--- config.mk ---
export PLATFORM = sky130hd
export DESIGN_NAME = tdm_codec_port
export DESIGN_NICKNAME = d
export VERILOG_FILES = /design/src/rtl/tdm_pkg.sv /design/src/rtl/tdm_frame_timer.sv /design/src/rtl/tdm_tx.sv /design/src/rtl/tdm_dac_lane.sv /design/src/rtl/tdm_rx.sv /design/src/rtl/tdm_codec_port.sv
export SDC_FILE = /design/constraint.sdc
export NUM_CORES = 1
export LEC_CHECK = 0
export BUFFER_PORTS_ARGS = -buffer_cell sky130_fd_sc_hd__buf_2
export CELL_PAD_IN_SITES_DETAIL_PLACEMENT = 0
export CELL_PAD_IN_SITES_GLOBAL_PLACEMENT = 2
export CORE_MARGIN = 10
export CORE_UTILIZATION = 33
export DETAILED_ROUTE_END_ITERATION = 8
export GPL_TIMING_DRIVEN = 0
export PLACE_DENSITY = 0.85
export SKIP_LAST_GASP = 1
export SYNTH_ARGS = -nofsm -noshare
export SYNTH_HDL_FRONTEND = slang
export SYNTH_SLANG_ARGS = --single-unit
export TNS_END_PERCENT = 30
--- constraint.sdc ---
create_clock -name clk -period 2.05 [get_ports clk]
set_input_delay 0.41 -clock clk [delete_from_list [all_inputs] [get_ports clk]]
set_output_delay 0.41 -clock clk [all_outputs]
set_load 0.02 [all_outputs]
--- src/rtl/tdm_pkg.sv ---
`timescale 1ns/1ps
package tdm_pkg;
    localparam int SLOT_W      = 16;
    localparam int HALF_W      = SLOT_W / 2;
    localparam int WIN_SLOTS   = 6;
    localparam int SHORT_SLOTS = 16;
    localparam int LONG_SLOTS  = 32;
    localparam int BIT_IDX_W   = $clog2(SLOT_W);
    localparam int POS_W       = $clog2(LONG_SLOTS * SLOT_W);
    localparam int SLOT_IDX_W  = POS_W - BIT_IDX_W;
    localparam int WIN_BITS    = WIN_SLOTS * SLOT_W;
    localparam int AUX_W       = SLOT_W - 3;
    localparam int N_DAC       = 2;

    typedef enum logic [1:0] {
        ST_HUNT = 2'd0,
        ST_WIN  = 2'd1,
        ST_OFF  = 2'd2
    } tmr_state_t;

    typedef struct packed {
        logic [AUX_W-1:0] aux;
        logic             adc_vld;
        logic             dac2_room;
        logic             dac1_room;
    } status_t;
endpackage

--- src/rtl/tdm_frame_timer.sv ---
`timescale 1ns/1ps
module tdm_frame_timer
    import tdm_pkg::*;
(
    input  logic             clk,
    input  logic             rst_n,
    input  logic             fs,
    input  logic             frame32,
    output logic [POS_W-1:0] pos,
    output logic             in_win,
    output logic             eow,
    output logic             frame_go
);
    localparam logic [POS_W:0] SHORT_BITS = (POS_W+1)'(SHORT_SLOTS * SLOT_W);
    localparam logic [POS_W:0] LONG_BITS  = (POS_W+1)'(LONG_SLOTS * SLOT_W);
    localparam logic [POS_W:0] WIN_END    = (POS_W+1)'(WIN_BITS);

    tmr_state_t       st, st_nx;
    logic [POS_W-1:0] pos_nx;
    logic [POS_W:0]   pos_inc;
    logic [POS_W:0]   frame_bits;

    assign frame_bits = frame32 ? LONG_BITS : SHORT_BITS;
    assign in_win     = (st == ST_WIN);

    always_comb begin
        pos_inc  = {1'b0, pos} + 1'b1;
        st_nx    = st;
        pos_nx   = pos;
        frame_go = 1'b0;
        if (fs) begin
            st_nx    = ST_WIN;
            pos_nx   = '0;
            frame_go = 1'b1;
        end else begin
            unique case (st)
                ST_HUNT: ;
                ST_WIN, ST_OFF: begin
                    if (pos_inc == frame_bits) begin
                        pos_nx   = '0;
                        st_nx    = ST_WIN;
                        frame_go = 1'b1;
                    end else begin
                        pos_nx = pos_inc[POS_W-1:0];
                        if (st == ST_WIN && pos_inc == WIN_END) st_nx = ST_OFF;
                    end
                end
                default: ;
            endcase
        end
    end

    // state register
    always_ff @(posedge clk or negedge rst_n) begin
        if (!rst_n) begin
            st  <= ST_HUNT;
            pos <= '0;
        end else begin
            st  <= st_nx;
            pos <= pos_nx;
        end
    end

    // registered outputs
    always_ff @(posedge clk or negedge rst_n) begin
        if (!rst_n) eow <= 1'b0;
        else        eow <= (st == ST_WIN) && (st_nx == ST_OFF);
    end

    a_r11_eow_single: assert property (@(posedge clk) disable iff (!rst_n)
        eow |=> !eow);
    a_r1_window_bound: assert property (@(posedge clk) disable iff (!rst_n)
        in_win |-> ({1'b0, pos} < WIN_END));
endmodule

--- src/rtl/tdm_tx.sv ---
`timescale 1ns/1ps
module tdm_tx
    import tdm_pkg::*;
(
    input  logic                  clk,
    input  logic                  rst_n,
    input  logic                  frame_go,
    input  logic                  in_win,
    input  logic [SLOT_IDX_W-1:0] slot,
    input  logic [BIT_IDX_W-1:0]  bidx,
    input  logic                  adcl_8b,
    input  logic                  adcr_8b,
    input  logic [SLOT_W-1:0]     adc_l,
    input  logic [SLOT_W-1:0]     adc_r,
    input  status_t               sts_in,
    input  logic [SLOT_W-1:0]     rd_data,
    output logic                  room1_q,
    output logic                  room2_q,
    output logic                  sdo,
    output logic                  sdo_oe
);
    localparam logic [BIT_IDX_W-1:0] BIT_TOP = BIT_IDX_W'(SLOT_W - 1);

    status_t           sts_q;
    logic [SLOT_W-1:0] rdd_q, a2_q, a3_q;
    logic [SLOT_W-1:0] a2, a3, word;

    always_comb begin
        a2 = adc_l;
        a3 = adc_r;
        if (adcl_8b && adcr_8b) begin
            a2 = {adc_l[SLOT_W-1:HALF_W], adc_r[SLOT_W-1:HALF_W]};
            a3 = '0;
        end else if (adcl_8b) begin
            a2 = {adc_l[SLOT_W-1:HALF_W], {HALF_W{1'b0}}};
        end else if (adcr_8b) begin
            a3 = {adc_r[SLOT_W-1:HALF_W], {HALF_W{1'b0}}};
        end
    end

    always_ff @(posedge clk or negedge rst_n) begin
        if (!rst_n) begin
            sts_q <= '0;
            rdd_q <= '0;
            a2_q  <= '0;
            a3_q  <= '0;
        end else if (frame_go) begin
            sts_q <= sts_in;
            rdd_q <= rd_data;
            a2_q  <= a2;
            a3_q  <= a3;
        end
    end

    always_comb begin
        unique case (slot)
            SLOT_IDX_W'(0): word = sts_q;
            SLOT_IDX_W'(1): word = rdd_q;
            SLOT_IDX_W'(2): word = a2_q;
            SLOT_IDX_W'(3): word = a3_q;
            default:        word = '0;
        endcase
    end

    assign sdo     = in_win & word[BIT_TOP - bidx];
    assign sdo_oe  = in_win;
    assign room1_q = sts_q.dac1_room;
    assign room2_q = sts_q.dac2_room;
endmodule

--- src/rtl/tdm_dac_lane.sv ---
`timescale 1ns/1ps
module tdm_dac_lane
    import tdm_pkg::*;
#(
    parameter int BASE_SLOT = 2
) (
    input  logic                  clk,
    input  logic                  rst_n,
    input  logic                  done,
    input  logic [SLOT_IDX_W-1:0] dslot,
    input  logic [SLOT_W-1:0]     word,
    input  logic                  w8,
    input  logic                  mono,
    input  logic                  room,
    output logic [SLOT_W-1:0]     smp_l,
    output logic [SLOT_W-1:0]     smp_r,
    output logic                  stb
);
    localparam logic [SLOT_IDX_W-1:0] FIRST  = SLOT_IDX_W'(BASE_SLOT);
    localparam logic [SLOT_IDX_W-1:0] SECOND = SLOT_IDX_W'(BASE_SLOT + 1);

    logic [SLOT_W-1:0] hi_byte, lo_byte, mono_smp;

    assign hi_byte  = {word[SLOT_W-1:HALF_W], {HALF_W{1'b0}}};
    assign lo_byte  = {word[HALF_W-1:0], {HALF_W{1'b0}}};
    assign mono_smp = w8 ? hi_byte : word;

    always_ff @(posedge clk or negedge rst_n) begin
        if (!rst_n) begin
            smp_l <= '0;
            smp_r <= '0;
            stb   <= 1'b0;
        end else begin
            stb <= 1'b0;
            if (done && dslot == FIRST) begin
                if (mono) begin
                    smp_l <= mono_smp;
                    smp_r <= mono_smp;
                    stb   <= room;
                end else if (w8) begin
                    smp_l <= hi_byte;
                    smp_r <= lo_byte;
                    stb   <= room;
                end else begin
                    smp_l <= word;
                end
            end else if (done && dslot == SECOND && !mono && !w8) begin
                smp_r <= word;
                stb   <= room;
            end
        end
    end

    a_r8_stb_needs_room: assert property (@(posedge clk) disable iff (!rst_n)
        stb |-> $past(room));
endmodule

--- src/rtl/tdm_rx.sv ---
`timescale 1ns/1ps
module tdm_rx
    import tdm_pkg::*;
(
    input  logic                          clk,
    input  logic                          rst_n,
    input  logic                          sdi,
    input  logic                          in_win,
    input  logic [SLOT_IDX_W-1:0]         slot,
    input  logic [BIT_IDX_W-1:0]          bidx,
    input  logic [N_DAC-1:0]              dac_8b,
    input  logic [N_DAC-1:0]              dac_mono,
    input  logic [N_DAC-1:0]              dac_room,
    output logic [SLOT_W-1:0]             ctl_word,
    output logic                          ctl_stb,
    output logic [SLOT_W-1:0]             wr_data,
    output logic                          wr_stb,
    output logic [N_DAC-1:0][SLOT_W-1:0]  dac_l,
    output logic [N_DAC-1:0][SLOT_W-1:0]  dac_r,
    output logic [N_DAC-1:0]              dac_stb
);
    localparam logic [BIT_IDX_W-1:0] BIT_TOP = BIT_IDX_W'(SLOT_W - 1);

    logic [SLOT_W-1:0]     sh;
    logic                  done;
    logic [SLOT_IDX_W-1:0] dslot;

    // falling-edge capture
    always_ff @(negedge clk or negedge rst_n) begin
        if (!rst_n) begin
            sh    <= '0;
            done  <= 1'b0;
            dslot <= '0;
        end else begin
            done <= 1'b0;
            if (in_win) begin
                sh <= {sh[SLOT_W-2:0], sdi};
                if (bidx == BIT_TOP) begin
                    done  <= 1'b1;
                    dslot <= slot;
                end
            end
        end
    end

    always_ff @(posedge clk or negedge rst_n) begin
        if (!rst_n) begin
            ctl_word <= '0;
            ctl_stb  <= 1'b0;
            wr_data  <= '0;
            wr_stb   <= 1'b0;
        end else begin
            ctl_stb <= done && (dslot == SLOT_IDX_W'(0));
            wr_stb  <= done && (dslot == SLOT_IDX_W'(1));
            if (done && dslot == SLOT_IDX_W'(0)) ctl_word <= sh;
            if (done && dslot == SLOT_IDX_W'(1)) wr_data  <= sh;
        end
    end

    for (genvar g = 0; g < N_DAC; g++) begin : g_lane
        tdm_dac_lane #(.BASE_SLOT(2 + 2 * g)) u_lane (
            .clk   (clk),
            .rst_n (rst_n),
            .done  (done),
            .dslot (dslot),
            .word  (sh),
            .w8    (dac_8b[g]),
            .mono  (dac_mono[g]),
            .room  (dac_room[g]),
            .smp_l (dac_l[g]),
            .smp_r (dac_r[g]),
            .stb   (dac_stb[g])
        );
    end

    a_r6_strobes_exclusive: assert property (@(posedge clk) disable iff (!rst_n)
        $onehot0({ctl_stb, wr_stb, dac_stb}));
    a_r3_ctl_pulse: assert property (@(posedge clk) disable iff (!rst_n)
        ctl_stb |=> !ctl_stb);
endmodule

--- src/rtl/tdm_codec_port.sv ---
`timescale 1ns/1ps
module tdm_codec_port
    import tdm_pkg::*;
(
    input  logic        clk,
    input  logic        rst_n,
    input  logic        fs,
    input  logic        sdi,
    output logic        sdo,
    output logic        sdo_oe,
    output logic        eow,
    input  logic        frame32,
    input  logic        adcl_8b,
    input  logic        adcr_8b,
    input  logic        dac1_8b,
    input  logic        dac1_mono,
    input  logic        dac2_8b,
    input  logic        dac2_mono,
    input  logic [15:0] adc_l,
    input  logic [15:0] adc_r,
    input  logic        adc_vld,
    input  logic        dac1_room,
    input  logic        dac2_room,
    input  logic [12:0] sts_aux,
    input  logic [15:0] rd_data,
    output logic [15:0] ctl_word,
    output logic        ctl_stb,
    output logic [15:0] wr_data,
    output logic        wr_stb,
    output logic [15:0] dac1_l,
    output logic [15:0] dac1_r,
    output logic        dac1_stb,
    output logic [15:0] dac2_l,
    output logic [15:0] dac2_r,
    output logic        dac2_stb
);
    logic [POS_W-1:0]               pos;
    logic                           in_win, frame_go;
    logic                           room1_q, room2_q;
    status_t                        sts_in;
    logic [N_DAC-1:0][SLOT_W-1:0]   dl, dr;
    logic [N_DAC-1:0]               dstb;

    assign sts_in = '{aux: sts_aux, adc_vld: adc_vld, dac2_room: dac2_room, dac1_room: dac1_room};

    tdm_frame_timer u_tmr (
        .clk      (clk),
        .rst_n    (rst_n),
        .fs       (fs),
        .frame32  (frame32),
        .pos      (pos),
        .in_win   (in_win),
        .eow      (eow),
        .frame_go (frame_go)
    );

    tdm_tx u_tx (
        .clk      (clk),
        .rst_n    (rst_n),
        .frame_go (frame_go),
        .in_win   (in_win),
        .slot     (pos[POS_W-1:BIT_IDX_W]),
        .bidx     (pos[BIT_IDX_W-1:0]),
        .adcl_8b  (adcl_8b),
        .adcr_8b  (adcr_8b),
        .adc_l    (adc_l),
        .adc_r    (adc_r),
        .sts_in   (sts_in),
        .rd_data  (rd_data),
        .room1_q  (room1_q),
        .room2_q  (room2_q),
        .sdo      (sdo),
        .sdo_oe   (sdo_oe)
    );

    tdm_rx u_rx (
        .clk      (clk),
        .rst_n    (rst_n),
        .sdi      (sdi),
        .in_win   (in_win),
        .slot     (pos[POS_W-1:BIT_IDX_W]),
        .bidx     (pos[BIT_IDX_W-1:0]),
        .dac_8b   ({dac2_8b, dac1_8b}),
        .dac_mono ({dac2_mono, dac1_mono}),
        .dac_room ({room2_q, room1_q}),
        .ctl_word (ctl_word),
        .ctl_stb  (ctl_stb),
        .wr_data  (wr_data),
        .wr_stb   (wr_stb),
        .dac_l    (dl),
        .dac_r    (dr),
        .dac_stb  (dstb)
    );

    assign dac1_l   = dl[0];
    assign dac1_r   = dr[0];
    assign dac1_stb = dstb[0];
    assign dac2_l   = dl[1];
    assign dac2_r   = dr[1];
    assign dac2_stb = dstb[1];

    a_r1_oe_fall_eow: assert property (@(posedge clk) disable iff (!rst_n)
        $fell(sdo_oe) |-> eow);
endmodule

==> results.rst <==
.. list-table::
   :header-rows: 1

   * - Metric
     - Value
   * - GR Util All Layers
     - roughly 16%
   * - Endpoints failing hold
     - 0
   * - Drt pass-1 iters
     - 4
   * - Worst min-delay path category
     - in2async
   * - Die Span X
     - 185 µm
   * - Share of synthesized flip-flops with an asynchronous set or reset
     - 100%
   * - Slew at the pin closest to its max-slew limit
     - a little over 800 ps
   * - Met3 capacity usage during global routing
     - between 4 and 5%
   * - Final count of pins violating max slew
     - 0
   * - Post-Synthesis Net Count
     - a little over 800
   * - Initial antenna violation count
     - 0
   * - Nature of the critical path startpoint
     - register
   * - Skew final
     - about 43 ps
   * - Violated checks
     - setup timing
   * - Net switching power
     - between 0.002 and 0.0025 W
   * - Final critical-path required period
     - 2830 ps
   * - Number of buffer cells added on primary ports
     - ~180
   * - Total clock sinks
     - around 200
   * - Leak Pwr
     - a little under 6 nW
   * - Clock insertion delay at the later pin of the skew report
     - around 450 ps
   * - Power density relative to cell area
     - between 700 and 800 nW/µm²
   * - Result of the run
     - finished with violations
   * - Post-Synthesis Cells
     - 730
   * - Combinational fraction of design power
     - about 8.5%
   * - Critical path start-end classification
     - reg2out
   * - Root Driver
     - sky130_fd_sc_hd__clkbuf_16
   * - Top fanout value on the critical path
     - 7
   * - Worst path setup slack after routing
     - -779 ps
   * - Maximum buffer depth of the clock tree
     - 2
   * - Detail-routed via count per cell
     - approximately 5
   * - Maximum number of pins on one net before global-route repair
     - 113
   * - Average routed wire per standard cell
     - around 20 µm
   * - Total routed wirelength
     - 26500 µm
   * - Number of synthesis warnings
     - 0
   * - Vias post-DR
     - between 6000 and 7000
   * - Number of top-level pins
     - around 180
   * - Number of global-route vias before repair
     - a little over 7000
   * - Number of clock buffers inserted by TritonCTS
     - 17
   * - Arrival time reported for the critical path endpoint
     - between 2000 and 2500 ps
   * - Antenna Diode Count
     - 0
   * - Initial standard-cell utilization of the core
     - between 30% and 40%
   * - Global placer's final weighted congestion
     - 0.835
   * - Design internal power
     - about 0.0062 W
   * - Critical path data required time
     - ~1600 ps
   * - Hold buffers post-CTS
     - 0
   * - Ratio of cells with drive above 1 in the final layout
     - 49.1%
   * - Yosys reg bits
     - around 200
   * - Area of the core region
     - 26900 µm²
   * - Post-route cell area
     - between 10000 and 15000 µm²
   * - Cell area after technology mapping
     - 8990 µm²
   * - Average size of a mapped cell
     - 12.3 µm²
   * - Height of the chip
     - 185 µm
   * - Proportion of total power due to net switching
     - between 20% and 30%
   * - Remaining max-slew budget at the tightest pin
     - between 40% and 50%
   * - DP Area
     - 10400 µm²
   * - Total die area
     - about 34000 µm²
   * - Sequential cell fraction of total power
     - approximately half
   * - Layout overhead on the synthesized area
     - 35.7%
   * - Initial DRC Count
     - approximately 400
   * - Share of the yosys chip area belonging to registers
     - ~55%
   * - Post-synth top area share
     - slightly below 50%
   * - Grt peak-use layer
     - met2
   * - Routed Antenna Nets
     - 0
   * - Clock transition at path regs
     - about 90 ps
   * - Most used DFF post-synth
     - sky130_fd_sc_hd__dfrtp_1
   * - Row Count
     - 60
   * - Met2 Resource Use GR
     - between 20 and 25%
   * - Number of distinct library cell variants in the gate-level netlist after synthesis
     - 58
   * - Final nets
     - between 1000 and 1500
   * - Setup slack after placement
     - -1180 ps
   * - Setup Viol. Count Final
     - between 150 and 200
   * - Clock share of power
     - 42.8%
   * - DPL Wire Length
     - roughly 19000 µm
   * - Fmax
     - 0.354 GHz
   * - Nature of the critical path endpoint
     - primary output
   * - Final critical-path share of the clock period
     - 138%
   * - Global routing met1 resource utilization
     - 20.9%
   * - Number of synthesized flops with an enable pin
     - 0
   * - Global route total overflow
     - 0
   * - Max-cap viol count
     - 0
   * - Total number of H-tree levels
     - 4
   * - Wire length of the first global-routing pass
     - a little over 40000 µm
   * - RSZ-0062 raised after global routing
     - yes
   * - Synth top area cells
     - sky130_fd_sc_hd__dfrtp_1 (49%), sky130_fd_sc_hd__mux2_2 (13%), sky130_fd_sc_hd__dfrtn_1 (6.1%)
   * - Post-detailed-route DRC marker count
     - 0
   * - Max rail drop VDD
     - around 0.00066 V
   * - Clock tree from TritonCTS
     - built
   * - Synth area leader
     - sky130_fd_sc_hd__dfrtp_1
-- what timing repair did --
item / in CTS / in global routing
pin swaps: 23 / 20
setup endpoints to repair: 190 / 206
gates resized for setup: 78 / 89
setup buffers: 31 / 21
gates cloned: 4 / 3
-- synth_stat cells, types with 2 or more instances --
library cell	n
sky130_fd_sc_hd__nor3_2	2
sky130_fd_sc_hd__xnor2_1	10
sky130_fd_sc_hd__inv_1	25
sky130_fd_sc_hd__mux4_2	9
sky130_fd_sc_hd__dfrtn_1	22
sky130_fd_sc_hd__o21ai_0	46
sky130_fd_sc_hd__nor2_1	17
sky130_fd_sc_hd__a21oi_1	9
sky130_fd_sc_hd__nand3_1	10
sky130_fd_sc_hd__a311o_1	3
sky130_fd_sc_hd__o21ai_1	3
sky130_fd_sc_hd__buf_6	6
sky130_fd_sc_hd__nand4_1	5
sky130_fd_sc_hd__o2bb2ai_1	2
sky130_fd_sc_hd__mux2_4	18
sky130_fd_sc_hd__or3_1	2
sky130_fd_sc_hd__and3b_1	2
sky130_fd_sc_hd__nor4b_2	2
sky130_fd_sc_hd__dfrtp_1	176
sky130_fd_sc_hd__a32oi_1	2
sky130_fd_sc_hd__a221oi_1	4
sky130_fd_sc_hd__nand2_1	80
sky130_fd_sc_hd__nand3b_1	7
sky130_fd_sc_hd__a22oi_1	2
sky130_fd_sc_hd__a21boi_0	2
sky130_fd_sc_hd__nor2b_1	9
sky130_fd_sc_hd__mux2_2	106
sky130_fd_sc_hd__clkbuf_1	29
sky130_fd_sc_hd__mux2i_1	24
sky130_fd_sc_hd__buf_2	15
sky130_fd_sc_hd__nor4_1	2
sky130_fd_sc_hd__a31oi_1	3
sky130_fd_sc_hd__ha_1	3
sky130_fd_sc_hd__nor3_1	4
sky130_fd_sc_hd__nand2b_1	18
sky130_fd_sc_hd__and3_1	7
sky130_fd_sc_hd__a22o_1	17
sky130_fd_sc_hd__nor3b_1	4
sky130_fd_sc_hd__and4_1	4
-- power groups by stage --
stage	Sequential (W)	Combinational (W)	Clock, W
floorplan	0.00419	0.000403	0
global placement	0.00423	0.000667	0
detailed placement	0.00424	0.000682	0
CTS	0.00416	0.000712	0.00373
global route	0.00418	0.000800	0.00390
finish	0.00416	0.000729	0.00366
-- sequential cells by signal, summed over array words and instances, names as in the netlist, 14 cells and up --
register,cells
u_tx.a3_q,16
u_tx.sts_q,14
u_rx.sh,16
u_tx.a2_q,16
u_rx.g_lane.u_lane.smp_r,32
u_rx.g_lane.u_lane.smp_l,32
u_tx.rdd_q,16
u_rx.wr_data,16
u_rx.ctl_word,16
-- stage by stage --
| step | cells | total power (W) | setup TNS [ps] | util, % | hold WS [ps] |
|---|---|---|---|---|---|
| 3_3_place_gp | 1246 | 0.00490 | -692440 | 38.7 | 457 |
| 3_5_place_dp | 1247 | 0.00492 | -130690 | 38.8 | 474 |
| 2_1_floorplan | 730 | 0.00460 | -64590 | - | 114 |
| 4_1_cts | 1312 | 0.00860 | -100330 | 43.6 | 60.6 |
| 6_report | 1334 | 0.00855 | -95000 | 45.4 | 26.5 |
| 5_1_grt | 1334 | 0.00888 | -115860 | 45.4 | 91.3 |
-- area by class of cell --
type	instances	area, µm²
Buffer	48	457
Clock buffer	17	425
Clock inverter	15	228
Fill cell	2497	14700
Inverter	25	93.8
Multi-Input combinational cell	456	4100
Sequential cell	198	4950
Tap cell	341	427
Timing Repair Buffer	234	1510
-- worst paths after layout --
path                                                 from                              end  slack (ps)  cells after the start
max                                          u_tmr.pos[7]                              sdo        -780                      8
min                                                 rst_n                      u_rx.wr_stb          30                      1
max reg2reg                                 u_rx.dslot[3]  u_rx.g_lane[0].u_lane.smp_l[10]        -750                      6
min reg2reg                u_rx.g_lane[1].u_lane.smp_l[4]   u_rx.g_lane[1].u_lane.smp_l[4]         490                      2
max in group asynchronous                           rst_n                    u_rx.dslot[1]         150                      2
min in group clk                                 adc_l[8]                     u_tx.a2_q[8]         190                      2
-- cells by family (layout without fill, tap and decap cells) --
logic type	Yosys count	count (layout)	synth area share, %
fa+ha+maj	3	3	0.418
buf+inv	76	339	3.93
compound gates	103	103	7.66
mux	158	158	21.3
simple gates	182	182	10.6
xor+xnor	10	10	0.974
flops	198	198	55.1
-- layout by cell type, fill, tap and decap left out, types with 5 or more instances in the layout --
cell and n:
sky130_fd_sc_hd__nand2_4 5, sky130_fd_sc_hd__buf_6 28, sky130_fd_sc_hd__xnor2_1 10, sky130_fd_sc_hd__and3_1 6, sky130_fd_sc_hd__nor2_1 15, sky130_fd_sc_hd__clkbuf_16 21, sky130_fd_sc_hd__nand2b_1 17, sky130_fd_sc_hd__inv_1 24
sky130_fd_sc_hd__dfrtn_1 22, sky130_fd_sc_hd__mux2_4 39, sky130_fd_sc_hd__inv_12 5, sky130_fd_sc_hd__nand3_1 9, sky130_fd_sc_hd__o21ai_0 21, sky130_fd_sc_hd__nand3b_1 7, sky130_fd_sc_hd__nand4_1 5, sky130_fd_sc_hd__dfrtp_1 176
sky130_fd_sc_hd__a22o_1 17, sky130_fd_sc_hd__buf_4 34, sky130_fd_sc_hd__mux4_2 9, sky130_fd_sc_hd__buf_12 5, sky130_fd_sc_hd__nand2_1 66, sky130_fd_sc_hd__mux2_2 85, sky130_fd_sc_hd__buf_8 10, sky130_fd_sc_hd__o21ai_2 5
sky130_fd_sc_hd__o21ai_1 23, sky130_fd_sc_hd__mux2i_1 19, sky130_fd_sc_hd__nand2_2 9, sky130_fd_sc_hd__a21oi_1 8, sky130_fd_sc_hd__buf_2 178, sky130_fd_sc_hd__nor2b_1 9, sky130_fd_sc_hd__clkbuf_1 15
-- critical path: stages, from the launching register on --
cell	delay, ps
sky130_fd_sc_hd__dfrtp_1	410
sky130_fd_sc_hd__buf_8	160
sky130_fd_sc_hd__nor4b_4	260
sky130_fd_sc_hd__buf_4	180
sky130_fd_sc_hd__a31oi_1	100
sky130_fd_sc_hd__a311o_1	390
sky130_fd_sc_hd__a31oi_4	180
sky130_fd_sc_hd__o2bb2ai_4	160
sky130_fd_sc_hd__buf_6	140
-- routing by layer --
layer,up-vias,wire length (µm)
met3,13,1840
met2,184,12200
li1,3072,-
met1,3355,12300
met4,0,225
met5,-,0
No activity file was read; power rests on OpenSTA's default activity.
